`config.mk`:
```
export PLATFORM = sky130hd
export DESIGN_NAME = mdio_frame_master
export DESIGN_NICKNAME = d
export VERILOG_FILES = /design/src/rtl/mdio_pkg.sv /design/src/rtl/mdio_mdc_gen.sv /design/src/rtl/mdio_frame_ctl.sv /design/src/rtl/mdio_frame_master.sv
export SDC_FILE = /design/constraint.sdc
export NUM_CORES = 1
export LEC_CHECK = 0
export BUFFER_PORTS_ARGS = -buffer_cell sky130_fd_sc_hd__clkbuf_2
export CAP_MARGIN = 20
export CORE_MARGIN = 1.5
export CORE_UTILIZATION = 30
export CTS_BUF_LIST = sky130_fd_sc_hd__clkbuf_4 sky130_fd_sc_hd__clkbuf_8
export DETAILED_ROUTE_END_ITERATION = 10
export PLACE_DENSITY = 0.49
export SYNTH_ARGS = -nofsm -noshare
export SYNTH_HDL_FRONTEND = slang
export SYNTH_SLANG_ARGS = --single-unit
```
`constraint.sdc`:
```
create_clock -name clk -period 7 [get_ports clk]
set_clock_uncertainty 0.15 [all_clocks]
set_input_delay 0.35 -clock clk [delete_from_list [all_inputs] [get_ports clk]]
set_output_delay 0.35 -clock clk [all_outputs]
set_load 0.02 [all_outputs]
```
`src/rtl/mdio_pkg.sv`:
```
package mdio_pkg;

  typedef enum logic [1:0] {ST_IDLE, ST_PRE, ST_CMD, ST_TAIL} mdio_state_e;

  localparam int PRE_BITS     = 32;
  localparam int RD_CMD_BITS  = 16;
  localparam int WR_BITS      = 32;
  localparam int RD_TAIL_BITS = 20;
  localparam int WR_TAIL_BITS = 2;

  // cycles per MDC half period, rounded up so MDC never runs fast
  function automatic int mdc_half(input longint clk_hz, input longint max_hz);
    longint h;
    h = (clk_hz + 2 * max_hz - 1) / (2 * max_hz);
    return (h < 1) ? 1 : int'(h);
  endfunction

  // read command: two extra ones, start, read opcode, addresses
  function automatic logic [15:0] rd_cmd(input logic [4:0] phy, input logic [4:0] rg);
    return {2'b11, 2'b01, 2'b10, phy, rg};
  endfunction

  // write word: start, write opcode, addresses, turnaround, data
  function automatic logic [31:0] wr_word(input logic [4:0] phy, input logic [4:0] rg,
                                          input logic [15:0] d);
    return {2'b01, 2'b01, phy, rg, 2'b10, d};
  endfunction

  // drop the final idle sample and the leading turnaround samples
  function automatic logic [15:0] rd_extract(input logic [19:0] cap);
    return cap[16:1];
  endfunction

  function automatic logic looks_absent(input logic [15:0] d);
    return (d == 16'h0000) || (d == 16'hFFFF);
  endfunction

endpackage

```
`src/rtl/mdio_mdc_gen.sv`:
```
module mdio_mdc_gen #(
  parameter int HALF = 50
) (
  input  logic clk,
  input  logic rst_n,
  input  logic run,
  output logic mdc,
  output logic rise_ev,
  output logic fall_ev
);
  localparam int CW = (HALF > 1) ? $clog2(HALF) : 1;

  logic tick;

  generate
    if (HALF < 2) begin : g_nodiv
      assign tick = run;
    end else begin : g_div
      logic [CW-1:0] cnt;
      assign tick = run && (cnt == CW'(HALF - 1));
      always_ff @(posedge clk) begin
        if (!rst_n || !run) cnt <= '0;
        else if (tick)      cnt <= '0;
        else                cnt <= cnt + 1'b1;
      end
    end
  endgenerate

  always_ff @(posedge clk) begin
    if (!rst_n || !run) mdc <= 1'b0;
    else if (tick)      mdc <= ~mdc;
  end

  assign rise_ev = tick & ~mdc;
  assign fall_ev = tick & mdc;
endmodule

```
`src/rtl/mdio_frame_ctl.sv`:
```
module mdio_frame_ctl
  import mdio_pkg::*;
(
  input  logic        clk,
  input  logic        rst_n,
  input  logic        req,
  input  logic        req_rd,
  input  logic [4:0]  req_phy,
  input  logic [4:0]  req_reg,
  input  logic [15:0] req_wdata,
  input  logic        pre_en,
  input  logic        rise_ev,
  input  logic        fall_ev,
  input  logic        mdio_i,
  output logic        busy,
  output logic        done,
  output logic [15:0] rd_data,
  output logic        no_phy,
  output logic        mdio_o,
  output logic        mdio_oe,
  output logic        frame_end
);
  localparam int BW = $clog2(PRE_BITS + 1);

  mdio_state_e    state;
  logic [31:0]    shreg;
  logic [BW-1:0]  bits_left;
  logic           is_rd;
  logic [19:0]    cap;
  logic           last_bit;

  assign busy      = (state != ST_IDLE);
  assign last_bit  = (bits_left == BW'(1));
  assign frame_end = fall_ev && (state == ST_TAIL) && last_bit;
  assign mdio_oe   = (state == ST_PRE) || (state == ST_CMD);
  assign mdio_o    = (state == ST_PRE) ? 1'b1 : ((state == ST_CMD) ? shreg[31] : 1'b0);

  always_ff @(posedge clk) begin
    if (!rst_n) begin
      state     <= ST_IDLE;
      shreg     <= '0;
      bits_left <= '0;
      is_rd     <= 1'b0;
      cap       <= '0;
      rd_data   <= '0;
      no_phy    <= 1'b0;
      done      <= 1'b0;
    end else begin
      done <= 1'b0;
      if (state == ST_IDLE) begin
        if (req) begin
          is_rd     <= req_rd;
          shreg     <= req_rd ? {rd_cmd(req_phy, req_reg), 16'h0000}
                              : wr_word(req_phy, req_reg, req_wdata);
          state     <= pre_en ? ST_PRE : ST_CMD;
          bits_left <= pre_en ? BW'(PRE_BITS) : (req_rd ? BW'(RD_CMD_BITS) : BW'(WR_BITS));
        end
      end else begin
        if (rise_ev && state == ST_TAIL && is_rd)
          cap <= {cap[18:0], mdio_i};
        if (fall_ev) begin
          case (state)
            ST_PRE: begin
              if (last_bit) begin
                state     <= ST_CMD;
                bits_left <= is_rd ? BW'(RD_CMD_BITS) : BW'(WR_BITS);
              end else bits_left <= bits_left - 1'b1;
            end
            ST_CMD: begin
              shreg <= {shreg[30:0], 1'b0};
              if (last_bit) begin
                state     <= ST_TAIL;
                bits_left <= is_rd ? BW'(RD_TAIL_BITS) : BW'(WR_TAIL_BITS);
                cap       <= '0;
              end else bits_left <= bits_left - 1'b1;
            end
            ST_TAIL: begin
              if (last_bit) begin
                state <= ST_IDLE;
                done  <= 1'b1;
                if (is_rd) begin
                  rd_data <= rd_extract(cap);
                  no_phy  <= looks_absent(rd_extract(cap));
                end
              end else bits_left <= bits_left - 1'b1;
            end
            default: state <= ST_IDLE;
          endcase
        end
      end
    end
  end
endmodule

```
`src/rtl/mdio_frame_master.sv`:
```
module mdio_frame_master
  import mdio_pkg::*;
#(
  parameter longint CLK_HZ     = 250_000_000,
  parameter longint MDC_MAX_HZ = 2_500_000
) (
  input  logic        clk,
  input  logic        rst_n,
  input  logic        req,
  input  logic        req_rd,
  input  logic [4:0]  req_phy,
  input  logic [4:0]  req_reg,
  input  logic [15:0] req_wdata,
  input  logic        pre_en,
  output logic        busy,
  output logic        done,
  output logic [15:0] rd_data,
  output logic        no_phy,
  output logic        mdc,
  output logic        mdio_o,
  output logic        mdio_oe,
  input  logic        mdio_i
);
  localparam int HALF_CYC = mdc_half(CLK_HZ, MDC_MAX_HZ);

  logic rise_ev;
  logic fall_ev;
  logic frame_end;

  mdio_mdc_gen #(.HALF(HALF_CYC)) u_mdc (
    .clk(clk), .rst_n(rst_n), .run(busy),
    .mdc(mdc), .rise_ev(rise_ev), .fall_ev(fall_ev)
  );

  mdio_frame_ctl u_ctl (
    .clk(clk), .rst_n(rst_n), .req(req), .req_rd(req_rd),
    .req_phy(req_phy), .req_reg(req_reg), .req_wdata(req_wdata),
    .pre_en(pre_en), .rise_ev(rise_ev), .fall_ev(fall_ev), .mdio_i(mdio_i),
    .busy(busy), .done(done), .rd_data(rd_data), .no_phy(no_phy),
    .mdio_o(mdio_o), .mdio_oe(mdio_oe), .frame_end(frame_end)
  );
endmodule

```
Word level (Yosys, flattened, before mapping)
Index checks and enable logic that the tools add are counted.
- bits in registers: 86
- input bits: 32
- output and inout port bits: 22
- logic and storage cells: 82
- add/subtract/negate cells: 2
- equality and inequality tests: 11
- muxes and demuxes: 31
- bitwise logic cells: 7
- reductions and logical operators: 21
- operators by type and width (cell ; number):
    $mux 32 ; 5
    $mux 20 ; 4
    $mux 6 ; 9
    $pmux 6 s3 ; 1
    $eq 16x16->1 const B ; 1
    $logic_not 16->1 ; 1
    $mux 2 ; 7
    $reduce_and 5->1 ; 2
    $add 6x1->6 const B ; 1
    $eq 6x1->1 const B ; 1
    $eq 6x6->1 const B ; 1
    $ne 3x2->1 const B ; 2
    $pmux 2 s3 ; 1
    $reduce_bool 2->1 ; 3
    $sub 6x1->6 const B ; 1
    $mux 5 ; 1
    $not 1->1 ; 5
    $eq 2x2->1 const B ; 2
    $reduce_and 4->1 ; 1
    $reduce_bool 4->1 ; 1
    $reduce_or 4->1 ; 1
    $logic_and 1x1->1 ; 3
    $logic_or 1x1->1 ; 3
    $mux 1 ; 3
    10 further kinds ; 12

Logic depth before layout (Yosys ltp)
- depth in word-level cells: 9
- gate-level depth with buffers: 9
- mapped depth without buffers: 6

Cells and area by module
Synthesis repeated with hierarchy kept, for this count alone.
- cells, all modules: 456
- area, all modules: 3936.3 µm²
- by module, submodules not included (module ; instances ; cells each ; area an instance (µm²) ; seq. area each (µm²)):
    mdio_frame_ctl ; 1 ; 422 ; 3621.0 ; 1521.5
    mdio_mdc_gen ; 1 ; 34 ; 315.3 ; 140.1

Least setup slack after synthesis
OpenSTA, ideal clock, no wires.
- path kind: reg-to-reg
- start point: register u_ctl.state[0]
- end point: register u_ctl.shreg[16]
- setup time: 0.130 ns
- arrival: 2.126 ns
- required time: 6.720 ns
- slack: 4.593 ns
- cell stages (with the launch flop): 9
- path buffers: 2
- period minus slack after synthesis: 2.407 ns
- cells stage by stage: dfxtp_1 > inv_1 > ha_1 > or4b_1 > buf_6 > o31a_1 > buf_2 > a211oi_2 > nor3_2
- cells in the longest elaborated chain, start to end: 5
- elaborated cells on any way between the ends: 10
- classes of those cells: eq/ne (2); mux (1); bitwise (1); reduce/logical (6)
- RTL lines (what ; RTL line ; text):
    start, declared ; mdio_frame_ctl.sv:25 ; mdio_state_e state;
    start signal, assigned ; mdio_frame_ctl.sv:55 ; state <= pre_en ? ST_PRE : ST_CMD;
    $reduce_bool 2->1 ; mdio_frame_ctl.sv:32 ; assign busy = (state != ST_IDLE);
    $logic_and 1x1->1 ; mdio_mdc_gen.sv:20 ; assign tick = run && (cnt == CW'(HALF - 1));
    $and 1x1->1 ; mdio_mdc_gen.sv:35 ; assign fall_ev = tick & mdc;
    $reduce_bool 2->1 (no line) ; n/a ;
    $reduce_and 3->1 (no line) ; n/a ;
    end signal, assigned ; mdio_frame_ctl.sv:53 ; shreg <= req_rd ? {rd_cmd(req_phy, req_reg), 16'h0000}
    end signal, assigned ; mdio_frame_ctl.sv:70 ; shreg <= {shreg[30:0], 1'b0};
    end, declared ; mdio_frame_ctl.sv:26 ; logic [31:0] shreg;
Several ways; a longest one is shown, not always the timed one.
A chain may end at the register's enable or synchronous reset.

Final worst setup path
- start point: register u_ctl.state[0]
- end point: register u_ctl.shreg[18]
The elaborated chain is that of the path after synthesis.

==> impl_metrics.sql <==
INSERT INTO impl_metrics (metric_group, metric, value, unit) VALUES
('route', 'drc_errors', '0', ''),
('clock_network', 'cts_hold_buf', '0', ''),
('route', 'drt-wirelength-per-cell', '14.79', 'um'),
('job', 'number_of_max_cap_violations', '0', ''),
('setup_path', 'cp_common_cell', 'sky130_fd_sc_hd__buf_4', ''),
('setup_path', 'r2r-start', 'u_ctl.state[0]', ''),
('route', 'route.met3.wl', '426', 'um'),
('placed_design', 'port-buffer-count', '53', ''),
('logic_synthesis', 'yosys_warnings', '0', ''),
('die', 'die_x', '117.2', 'um'),
('layout', 'layout.nets', '497', ''),
('logic_synthesis', 'synth-seq-area-share', '0.4247', ''),
('route', 'drt_pass1_iterations', '4', ''),
('setup_path', 'cpPeakStageDelay', '0.79', 'ns'),
('logic_synthesis', 'post_synth_inst_count', '416', ''),
('global_routing', 'grt.overflow.total', '0', ''),
('logic_synthesis', 'average_cell_area_after_synthesis', '9.405', 'um^2'),
('route', 'ant_nets', '0', ''),
('route', 'top_layer', 'met4', ''),
('clock_network', 'clk_latency', '0.38', 'ns'),
('timing', 'post-route-period-util', '0.4691', ''),
('layout', 'area_delta_synth_final', '15.22', '%'),
('pwr', 'power_density', '306.3', 'nW/um^2'),
('clock_network', 'cts-htree-levels', '3', ''),
('pwr', 'power.combinational.fraction', '0.316', ''),
('clock_network', 'cts_setup_buffers', '0', ''),
('die', 'rows', '41', ''),
('layout', 'final_common_cell', 'sky130_fd_sc_hd__dfxtp_1', ''),
('pwr', 'total_switching_power', '497.7', 'uW'),
('worst_hold_path', 'min-delay-start', 'mdio_i', ''),
('timing', 'fin_setup_tns', '0', 'ns'),
('setup_path', 'reg2reg_setup_slack', '3.72', 'ns'),
('logic_synthesis', 'synth_mux_area_frac', '0.02303', ''),
('timing', 'max_slew.worst_pin.slew', '1.011', 'ns'),
('die', 'die_area', '13740', 'um^2'),
('setup_path', 'critPathSlowestCell', 'sky130_fd_sc_hd__or4b_1', ''),
('logic_synthesis', 'synth_compound_gate_area_share', '0.2542', ''),
('pwr', 'max-vdd-ir-drop', '0.09280', 'mV'),
('outcome', 'run_status', 'finished clean', ''),
('worst_hold_path', 'number_of_instances_on_the_worst_hold_path', '2', ''),
('logic_synthesis', 'postSynth.asyncResetShare', '0', ''),
('die', 'pin_count', '54', ''),
('placed_design', 'final_weighted_congestion_in_routability_driven_placement', '0.8333', ''),
('logic_synthesis', 'yosys_register_bits', '83', ''),
('clock_network', 'cts_buffers', '9', ''),
('layout', 'layout_common_cells', '83 x sky130_fd_sc_hd__dfxtp_1, 53 x sky130_fd_sc_hd__clkbuf_2, 35 x sky130_fd_sc_hd__a21oi_1', ''),
('timing', 'final-hold-violation-count', '0', ''),
('pwr', 'pwr-share-seq', '0.422', ''),
('global_routing', 'grt_util_all_layers', '0.1449', ''),
('layout', 'drive_above_1_share', '0.2538', ''),
('global_routing', 'initial_antenna_violation_count', '0', ''),
('clock_network', 'cts-root-buf', 'sky130_fd_sc_hd__clkbuf_8', ''),
('logic_synthesis', 'synth_edf_count', '0', ''),
('logic_synthesis', 'mappedNetlistArea', '3913', 'um^2'),
('timing', 'fmaxAchievable', '0.3045', 'GHz'),
('layout', 'sequential_cell_area', '1662', 'um^2'),
('global_routing', 'grt_start_max_net_pins', '56', ''),
('die', 'core_area', '12670', 'um^2'),
('layout', 'multi_input_area', '2044', 'um^2'),
('setup_path', 'worst_r2r_endpoint', 'u_ctl.shreg[18]', ''),
('route', 'detail_route.vias_per_cell', '5.098', ''),
('setup_path', 'cp_cell_sequence', 'inv_1 > ha_1 > buf_4 > or4b_1 > o31ai_4 > buf_4 > o211ai_1 > a21oi_1', ''),
('timing', 'finalSetupViolations', '0', ''),
('logic_synthesis', 'synth.distinct_cells', '55', ''),
('clock_network', 'post_cts_sizing_count', '0', ''),
('clock_network', 'cts.sink_count', '83', ''),
('logic_synthesis', 'largest_family_of_logic_cells_by_synthesized_area', 'compound AO/OA/AOI/OAI gates', ''),
('global_routing', 'first_global_vias', '3094', ''),
('route', 'wl_met2', '4077', 'um'),
('route', 'vias', '3227', ''),
('setup_path', 'worst_setup_path_category', 'reg -> reg', '');
-- worst max path at each step --
stage	startpoint	endpoint	slack, ns	depth (start not counted)
2_1_floorplan	u_ctl.state[0]	u_ctl.shreg[16]	4.59	8
3_3_place_gp	u_ctl.state[0]	u_ctl.shreg[19]	3.84	8
3_5_place_dp	u_ctl.state[0]	u_ctl.shreg[18]	3.74	8
4_1_cts	u_ctl.state[0]	u_ctl.shreg[18]	3.70	8
5_1_grt	u_ctl.state[0]	u_ctl.shreg[23]	3.52	8
6_report	u_ctl.state[0]	u_ctl.shreg[18]	3.72	8
-- power by group through the flow --
stage	sequential, uW	clock [uW]	combinational [uW]
after global placement	592	0	421
after CTS	583	376	427
after detailed placement	593	0	426
after global routing	591	391	486
after floorplan	582	0	351
final	582	362	436
-- cells in the mapped netlist, drive strengths merged, types with 9 or more instances --
master  instances
inv            10
clkbuf         15
buf            17
nand2          30
o21ai          18
dfxtp          83
ha              9
mux2i           9
a22o           16
nor2           31
a21oi          35
o211ai          9
nor3           24
a221oi         16
nand3          29
-- routing by layer --
layer / up-vias / GRT usage
li1: 1648 / -
met1: 1511 / 0.1950
met4: 0 / 0.05060
met5: - / 0
met3: 13 / 0.04068
met2: 55 / 0.2225
-- sequential cells by signal (all words and copies together), names as in the netlist --
signal           cells
u_mdc.mdc            1
u_ctl.is_rd          1
u_mdc.g_div.cnt      6
u_ctl.bits_left      6
u_ctl.no_phy         1
u_ctl.done           1
u_ctl.rd_data       16
u_ctl.shreg         32
u_ctl.state          2
u_ctl.cap           17
-- worst max-delay path: cells and delay by family (launching register included) --
kind                     cells  cell delay (ns)
buffers and inverters        3             0.68
AND/OR/NAND/NOR              1             0.79
flip-flops                   1             0.41
adder cells (fa/ha/maj)      1             0.20
AO/OA/AOI/OAI                3             0.95
-- through the flow --
step / instances / instance area [um^2]
floorplan: 416 / 3913
global placement: 614 / 4262
detailed placement: 614 / 4262
CTS: 630 / 4467
global route: 633 / 4508
finish: 633 / 4508
-- layout make-up --
cell class / count / area share
multi-input cells: 291 / 0.4535
clock buffers: 11 / 0.03220
inverters: 10 / 0.008326
repair buffers: 61 / 0.07633
flip-flops and latches: 83 / 0.3686
clock inverters: 5 / 0.01332
well taps: 172 / 0.04774
-- cell families (layout without fill, tap and decap cells) --
group / count (synthesis) / after routing
AO/OA/AOI/OAI: 122 / 122
XOR/XNOR: 7 / 7
adder cells (fa/ha/maj): 9 / 9
buffers and inverters: 42 / 87
flip-flops: 83 / 83
multiplexers: 9 / 9
AND/OR/NAND/NOR: 144 / 144
Power figures use the tool's default switching activity.
